[src/rtl/tsc_i2c_pkg.sv]
package tsc_i2c_pkg;

   typedef enum logic [2:0] {
      ST_IDLE,
      ST_ADDR,
      ST_ADDR_ACK,
      ST_CMD,
      ST_CMD_ACK,
      ST_TX,
      ST_TX_ACK,
      ST_TX_LOAD
   } tsc_state_e;

   typedef struct packed {
      logic       meas;
      logic [2:0] chan;
      logic       pd;
      logic       res8;
   } tsc_cmd_t;

endpackage

[src/rtl/tsc_line_filter.sv]
module tsc_line_filter #(
   parameter int SYNC_STAGES = 2,
   parameter int FILT_LEN    = 3
) (
   input  logic clk,
   input  logic rst_n,
   input  logic raw_i,
   output logic filt_o
);

   generate
      if (SYNC_STAGES < 2) begin : g_bad_sync
         $error("tsc_line_filter: SYNC_STAGES must be at least 2");
      end
   endgenerate

   logic [SYNC_STAGES-1:0] sync_q;
   logic                   synced;

   always_ff @(posedge clk or negedge rst_n) begin
      if (!rst_n) sync_q <= '1;
      else        sync_q <= {sync_q[SYNC_STAGES-2:0], raw_i};
   end
   assign synced = sync_q[SYNC_STAGES-1];

   generate
      if (FILT_LEN <= 1) begin : g_nofilt
         assign filt_o = synced;
      end else begin : g_filt
         localparam int CW = $clog2(FILT_LEN);
         logic [CW-1:0] cnt_q;
         logic          lvl_q;

         always_ff @(posedge clk or negedge rst_n) begin
            if (!rst_n) begin
               cnt_q <= '0;
               lvl_q <= 1'b1;
            end else if (synced == lvl_q) begin
               cnt_q <= '0;
            end else if (cnt_q == CW'(FILT_LEN - 1)) begin
               cnt_q <= '0;
               lvl_q <= synced;
            end else begin
               cnt_q <= cnt_q + 1'b1;
            end
         end
         assign filt_o = lvl_q;
      end
   endgenerate

endmodule

[src/rtl/tsc_bus_events.sv]
module tsc_bus_events (
   input  logic clk,
   input  logic rst_n,
   input  logic scl_f,
   input  logic sda_f,
   output logic scl_rise,
   output logic scl_fall,
   output logic start_det,
   output logic stop_det
);

   logic scl_d, sda_d;

   always_ff @(posedge clk or negedge rst_n) begin
      if (!rst_n) begin
         scl_d <= 1'b1;
         sda_d <= 1'b1;
      end else begin
         scl_d <= scl_f;
         sda_d <= sda_f;
      end
   end

   assign scl_rise  = scl_f & ~scl_d;
   assign scl_fall  = ~scl_f & scl_d;
   assign start_det = scl_f & scl_d & sda_d & ~sda_f;
   assign stop_det  = scl_f & scl_d & ~sda_d & sda_f;

endmodule

[src/rtl/tsc_i2c_target.sv]
module tsc_i2c_target
   import tsc_i2c_pkg::*;
#(
   parameter logic [5:0] ADDR_FIXED  = 6'b100100,
   parameter int         RES_W       = 12,
   parameter int         SYNC_STAGES = 2,
   parameter int         FILT_LEN    = 3
) (
   input  logic             clk,
   input  logic             rst_n,
   input  logic             scl_i,
   input  logic             sda_i,
   output logic             sda_oe_o,
   input  logic             strap_a0_i,
   output logic             cmd_meas_o,
   output logic [2:0]       cmd_chan_o,
   output logic             cmd_pd_o,
   output logic             cmd_res8_o,
   output logic             conv_req_o,
   input  logic             conv_done_i,
   input  logic [RES_W-1:0] conv_data_i
);

   localparam int PAD_W = 16 - RES_W;

   generate
      if (RES_W < 9 || RES_W > 15) begin : g_bad_res
         $error("tsc_i2c_target: RES_W must lie in 9..15");
      end
   endgenerate

   // line conditioning, one instance per bus wire
   logic [1:0] raw_l, filt_l;
   logic       scl_f, sda_f;
   assign raw_l = {sda_i, scl_i};

   generate
      for (genvar g = 0; g < 2; g++) begin : g_line
         tsc_line_filter #(
            .SYNC_STAGES(SYNC_STAGES),
            .FILT_LEN   (FILT_LEN)
         ) u_filt (
            .clk   (clk),
            .rst_n (rst_n),
            .raw_i (raw_l[g]),
            .filt_o(filt_l[g])
         );
      end
   endgenerate
   assign scl_f = filt_l[0];
   assign sda_f = filt_l[1];

   logic scl_rise, scl_fall, start_det, stop_det;

   tsc_bus_events u_evt (
      .clk      (clk),
      .rst_n    (rst_n),
      .scl_f    (scl_f),
      .sda_f    (sda_f),
      .scl_rise (scl_rise),
      .scl_fall (scl_fall),
      .start_det(start_det),
      .stop_det (stop_det)
   );

   tsc_state_e       state_q;
   logic [2:0]       bit_q;
   logic [7:0]       sh_q;
   logic             rw_q, ack_q, byte_q, seen_q, req_q;
   tsc_cmd_t         cmd_q;
   logic [RES_W-1:0] res_q;

   logic [7:0]  rx_byte, tx_byte;
   logic [15:0] res_pad;
   logic        meas_ok;

   assign rx_byte = {sh_q[6:0], sda_f};
   assign meas_ok = seen_q & cmd_q.meas;
   assign res_pad = {res_q, {PAD_W{1'b0}}};
   assign tx_byte = !meas_ok ? 8'h00 : (byte_q ? res_pad[7:0] : res_pad[15:8]);

   always_ff @(posedge clk or negedge rst_n) begin
      if (!rst_n) begin
         state_q <= ST_IDLE;
         bit_q   <= '0;
         sh_q    <= '0;
         rw_q    <= 1'b0;
         ack_q   <= 1'b0;
         byte_q  <= 1'b0;
         seen_q  <= 1'b0;
         req_q   <= 1'b0;
         cmd_q   <= '0;
         res_q   <= '0;
      end else begin
         if (req_q && conv_done_i) begin
            req_q <= 1'b0;
            res_q <= conv_data_i;
         end
         if (start_det) begin
            state_q <= ST_ADDR;
            bit_q   <= '0;
            ack_q   <= 1'b0;
         end else if (stop_det) begin
            state_q <= ST_IDLE;
            ack_q   <= 1'b0;
         end else begin
            unique case (state_q)
               ST_ADDR: if (scl_rise) begin
                  sh_q  <= rx_byte;
                  bit_q <= bit_q + 3'd1;
                  if (bit_q == 3'd7) begin
                     if (rx_byte[7:1] == {ADDR_FIXED, strap_a0_i}) begin
                        rw_q    <= rx_byte[0];
                        byte_q  <= 1'b0;
                        state_q <= ST_ADDR_ACK;
                        if (rx_byte[0] && meas_ok) req_q <= 1'b1;
                     end else begin
                        state_q <= ST_IDLE;
                     end
                  end
               end
               ST_ADDR_ACK, ST_CMD_ACK: if (scl_fall) begin
                  if (!ack_q) begin
                     ack_q <= 1'b1;
                  end else begin
                     ack_q <= 1'b0;
                     bit_q <= '0;
                     if (state_q == ST_CMD_ACK) begin
                        state_q <= ST_IDLE;
                     end else if (rw_q) begin
                        sh_q    <= tx_byte;
                        state_q <= ST_TX;
                     end else begin
                        state_q <= ST_CMD;
                     end
                  end
               end
               ST_CMD: if (scl_rise) begin
                  sh_q  <= rx_byte;
                  bit_q <= bit_q + 3'd1;
                  if (bit_q == 3'd7) begin
                     cmd_q   <= '{meas: rx_byte[7], chan: rx_byte[6:4],
                                  pd: rx_byte[2], res8: rx_byte[1]};
                     seen_q  <= 1'b1;
                     state_q <= ST_CMD_ACK;
                  end
               end
               ST_TX: if (scl_fall) begin
                  bit_q <= bit_q + 3'd1;
                  sh_q  <= {sh_q[6:0], 1'b0};
                  if (bit_q == 3'd7) state_q <= ST_TX_ACK;
               end
               ST_TX_ACK: if (scl_rise) begin
                  if (sda_f) begin
                     state_q <= ST_IDLE;
                  end else begin
                     state_q <= ST_TX_LOAD;
                     if (!cmd_q.res8 && !byte_q) begin
                        byte_q <= 1'b1;
                     end else begin
                        byte_q <= 1'b0;
                        if (meas_ok) req_q <= 1'b1;
                     end
                  end
               end
               ST_TX_LOAD: if (scl_fall) begin
                  sh_q    <= tx_byte;
                  bit_q   <= '0;
                  state_q <= ST_TX;
               end
               default: ;
            endcase
         end
      end
   end

   assign sda_oe_o   = ack_q | ((state_q == ST_TX) & ~sh_q[7]);
   assign cmd_meas_o = cmd_q.meas;
   assign cmd_chan_o = cmd_q.chan;
   assign cmd_pd_o   = cmd_q.pd;
   assign cmd_res8_o = cmd_q.res8;
   assign conv_req_o = req_q;

endmodule

[config.mk]
export PLATFORM = sky130hd
export DESIGN_NAME = tsc_i2c_target
export DESIGN_NICKNAME = d
export VERILOG_FILES = /design/src/rtl/tsc_i2c_pkg.sv /design/src/rtl/tsc_line_filter.sv /design/src/rtl/tsc_bus_events.sv /design/src/rtl/tsc_i2c_target.sv
export SDC_FILE = /design/constraint.sdc
export NUM_CORES = 1
export LEC_CHECK = 0
export BUFFER_PORTS_ARGS = -buffer_cell sky130_fd_sc_hd__buf_2
export CAP_MARGIN = 25
export CORE_UTILIZATION = 58
export CTS_CLUSTER_SIZE = 12
export DETAILED_ROUTE_END_ITERATION = 12
export GPL_ROUTABILITY_DRIVEN = 1
export PLACE_DENSITY = 0.77
export SLEW_MARGIN = 20
export SYNTH_ARGS = -nofsm -noshare
export SYNTH_HDL_FRONTEND = slang
export SYNTH_SLANG_ARGS = --single-unit
[constraint.sdc]
create_clock -name clk -period 2.5 [get_ports clk]
set_clock_uncertainty 0.05 [all_clocks]
set_input_delay 0.25 -clock clk [delete_from_list [all_inputs] [get_ports clk]]
set_output_delay 0.25 -clock clk [all_outputs]
set_load 0.01 [all_outputs]
; Word level (Yosys, flattened, before mapping)
; Index checks and enable logic that the tools add are counted.
[word_totals]
ff_bits = 49
inputBits = 18
out_inout_bits = 8
word_cells = 169
[classes]
addsub = 3
eq_ne = 41
n_mux = 63
n_bitwise = 19
n_reduce_logical = 22
[op_table]
columns = op, n
row1 = 8-bit 2-to-1 mux, 9
row2 = 3-bit 2-to-1 mux, 22
row3 = 4-bit != test (second input constant), 10
row4 = 8-bit case mux with 4 select lines, 1
row5 = 2-bit != test (second input constant), 12
row6 = 1-bit 2-to-1 mux, 22
row7 = 3-bit case mux with 6 select lines, 1
row8 = 3-bit == test (second input constant), 5
row9 = 3-bit != test (second input constant), 4
row10 = 3-bit case mux with 4 select lines, 1
row11 = 11-bit AND reduction, 1
row12 = 2-bit 2-to-1 mux, 5
row13 = 10-bit AND reduction, 1
row14 = 1-bit bitwise AND, 9
row15 = 1-bit NOT, 9
row16 = 8-bit AND reduction, 1
row17 = 8-bit nonzero test, 1
row18 = 7-bit == test, 1
row19 = 7-bit AND reduction, 1
row20 = 3-bit by 2-bit == test with 1-bit output (second input constant), 2
row21 = 2-bit AND reduction, 3
row22 = 6-bit AND reduction, 1
row23 = 3-bit nonzero test, 2
row24 = 5-bit AND reduction, 1
row25 = 15 further kinds, 23

; Depth between registers and ports, before layout
[depth]
depth_word = 9
ltp_mapped = 6
ltp_nobuf = 6

; Cells and area by module
; From an unflattened synthesis, not the netlist that was laid out.
[unflattened]
hier_cells = 216
hier_area_um2 = 2389.8
[by_module_without_submodules]
columns = module, instances, cells_each, area_per_inst_um2, seq_area_each_um2
row1 = tsc_i2c_target, 1, 190, 1946.9, 925.9
row2 = tsc_line_filter, 2, 10, 178.9, 128.9
row3 = tsc_bus_events, 1, 6, 85.1, 52.6

; Worst setup path before layout
; No wires, ideal clock.
[synth_path]
path_type = flip-flop to flip-flop
startpoint = reg u_evt.scl_d
endpoint = reg sh_q[0]
setup_time_ns = 0.125
t_arrival_ns = 1.632
t_required_ns = 2.325
path_slack_ns = 0.693
path_stages_with_launch = 5
path_buffers = 0
period_less_slack_ns = 1.807
path_cell_list = dfstp_2 > nor2b_1 > o21ai_2 > a311oi_4 > mux2_2
[synth_via]
elab_chain_len = 5
elab_cells_between_ends = 15
classes_between = 4 x eq/ne / 10 x bitwise / 1 x reduce/logical
[synth_lines]
columns = item, line
row1 = start: declaration, tsc_bus_events.sv:12  ; logic scl_d, sda_d;
row2 = start signal: assignment, tsc_bus_events.sv:19  ; scl_d <= scl_f;
row3 = 1-bit bitwise AND, "tsc_bus_events.sv:26, tsc_bus_events.sv:27"
row4 = "1-bit bitwise AND, on equally long branches (2 in series)", "tsc_bus_events.sv:27, tsc_bus_events.sv:26"
row5 = 1-bit NOT (no line), --
row6 = 10-bit AND reduction (no line) *, --
row7 = end signal: assignment, tsc_i2c_target.sv:109  ; sh_q <= rx_byte;
row8 = end signal: assignment, tsc_i2c_target.sv:131  ; sh_q <= tx_byte;
row9 = end signal: assignment, tsc_i2c_target.sv:139  ; sh_q <= rx_byte;
row10 = end: declaration, tsc_i2c_target.sv:68  ; logic [7:0] sh_q;
; Every way passes the cells marked *; elsewhere a longest branch is shown, timed or not.
; A chain may end at the register's enable or synchronous reset.

; Final worst setup path
[layout_path]
startpoint = reg u_evt.scl_d
endpoint = reg sh_q[4]
; Same word-level chain as after synthesis.

==> impl_metrics.yaml <==
finish:
  regArea_sq_um: 1240
  instances_no_fill: 290
  antenna-diode-count: 0
  multi_input_area_sq_um: 1150
  area_growth_syn_to_layout_pct: 12.0
  fill_cells: 292
  num-nets-final: 259
  layout-drive-gt1-share: 0.354
detailed_routing:
  wl_um: 4500
  num_vias: 1686
  dr.pass1.iters: 4
  via_per_inst: 5.81
  drt-initial-drc-count: 177
  avgRoutedWirePerCell_um: 15.5
  drcViolationCount: 0
  final_antenna_net_count: 0
floorplanning:
  coreArea_sq_um: 4060
  die_w_um: 67.3
  pin_count: 26
  start_util: 0.610
  die_area_sq_um: 4530
  dieHeight_um: 67.3
  rows: 23
placement:
  port_buffers: 25
  place_congestion: 0.888
  dp.cells: 279
  dp_hpwl_um: 3230
global_routing:
  grt_max_degree: 26
  grt_pass1_wl_um: 7330
  antenna_found_initial: 0
  grt-ovfl-total: 0
  grt.total_usage: 0.221
  first_global_vias: 1543
logic_synthesis:
  synth_area_sq_um: 2470
  ys_top_cells_by_area: "dfrtp_1 41%, mux2_2 14%, dfstp_2 8.5%, o21ai_0 2.4%, xnor2_1 2.1%"
  async_flop_share: 1.00
  yosysUniqueCellTypes: 53
  avgSynthCellArea_sq_um: 11.7
  synth.most_common_cell: "dfrtp_1"
  synth-seq-cells: 49
  synth_edf_count: 0
  synth_top_area_frac: 0.415
  yosysTopAreaCell: "dfrtp_1"
  ys_seq_area_frac: 0.499
  syn_nets: 232
  ys_warn_count: 0
  synthCells: 212
  synth_commonest_cells: "41 x dfrtp_1, 30 x mux2_2, 12 x nand2_1, 12 x o21ai_0"
  ys.flop_type: "dfrtp_1"
setup_path:
  cp.arrival_ns: 2.27
  critPathKind: "flip-flop to flip-flop"
  start_kind: "flip-flop"
  required_ns: 2.64
  path_max_fanout: 12
  crit_path_end_kind: "flip-flop"
cts:
  cts.htree.levels: 2
  cts_setup_buffers: 0
  path_clk_slew_ns: 0.09
  clkSinkCount: 49
  cts_inserted_buffers: 5
  insertion_delay_ns: 0.30
  ctsLongestPathBuffers: 2
  cts_tree: "yes"
  ctsHoldBuffers: 3
  cts_resized: 0
  root_buffer: "clkbuf_8"
power_and_ir_drop:
  p_per_area_nw_per_um2: 893
  p_leak_uw: 0.00126
  ir_drop_v: 0.000762
sta:
  rsz0062_at_grt: "no"
  max_freq_ghz: 0.470
  relSlewSlack: 0.606
  drv_slew: 0
  setup_viol_count_final: 0
  finalCriticalPeriod_ns: 2.13
  fin_crit_sh: 0.852
  worst_pin_slew_ns: 0.591
  tns_ns: 0
  report.final.hold_viol_count: 0
flow_run:
  max-cap-violations: 0
worst_hold_path:
  hold_path_class: "input port to flip-flop"
run_status:
  status: "finished, final reports clean"
final timing paths:
path	startpoint	depth (start not counted)	end	slack [ns]
setup / recovery	u_evt.scl_d	4	sh_q[4]	0.37
hold / removal	conv_data_i[3]	2	res_q[3]	0.13
setup reg to reg	u_evt.scl_d	4	sh_q[4]	0.37
hold reg to reg	g_line[0].u_filt.sync_q[0]	0	g_line[0].u_filt.sync_q[1]	0.31
max in group asynchronous	rst_n	3	g_line[1].u_filt.sync_q[0]	1.38
min in group asynchronous	rst_n	2	cmd_meas_o	0.42
cell families (layout without fill, tap and decap cells):
| group | after synthesis | after routing | share of synthesized area |
|---|---|---|---|
| mux | 34 | 34 | 0.153 |
| compound gates | 44 | 44 | 0.136 |
| buf+inv | 19 | 47 | 0.0364 |
| fa+ha+maj | 2 | 2 | 0.0101 |
| xor+xnor | 6 | 6 | 0.0212 |
| flops | 49 | 49 | 0.499 |
| simple gates | 58 | 58 | 0.144 |
per-layer routing:
metal	routed length [um]	vias to the layer above	global-route usage
li1	-	817	-
met1	2220	821	0.319
met2	2040	41	0.329
met3	186	7	0.0456
met4	53	0	0.0798
met5	0	-	0
final cells by class:
type | instances | share of cell area
flip-flops and latches | 49 | 0.446
clock inverters | 1 | 0.00316
well taps | 50 | 0.0226
multi-input cells | 144 | 0.414
repair buffers | 31 | 0.0686
clock buffers | 7 | 0.0347
inverters | 8 | 0.0108
where the power goes:
part,switching [uW],internal [uW]
Sequential,208,966
Combinational,415,369
Clock,263,256
Total,886,1590
cells in the final DEF, fill, tap and decap left out, drive strengths merged, types with 2 or more instances in the layout:
master and count:
mux2i 4, dfrtp 41, nor3b 2, nand4b 2, and3b 2, nand2 12
dfstp 8, nor3 5, or2 2, nand2b 5, o211ai 4, a21oi 4
o31ai 3, xnor2 6, nor2b 6, a22o 5, clkbuf 7, buf 28
nand3b 2, ha 2, dlygate4sd3 3, mux2 30, o21ai 14, nand4 2
inv 9, nor2 8
through the flow:
step | total power [uW] | instance area (sq um) | utilization | setup WS [ns] | hold slack (ns)
after floorplan | 1780 | 2470 | - | 0.693 | -0.0956
after global placement | 1930 | 2640 | 0.650 | 0.456 | 0.232
after detailed placement | 1950 | 2640 | 0.650 | 0.417 | 0.233
after CTS | 2480 | 2770 | 0.683 | 0.400 | 0.123
after global routing | 2620 | 2770 | 0.683 | 0.251 | 0.117
final | 2480 | 2770 | 0.683 | 0.370 | 0.127
registers in the layout (all words and copies together) (netlist names), 2 cells and up:
name and flops:
g_line.u_filt.g_filt.cnt_q 4, bit_q 3, res_q 12, state_q 3, g_line.u_filt.sync_q 4, g_line.u_filt.filt_o 2
cmd_chan_o 3, sh_q 8
critical path, stage by stage, from the launching register on:
cell and delay [ns]:
dfstp_2 0.62, nor2b_1 0.28, o21ai_2 0.11, a311oi_4 0.56, mux2_2 0.40
(Power assumes the default switching activity.)
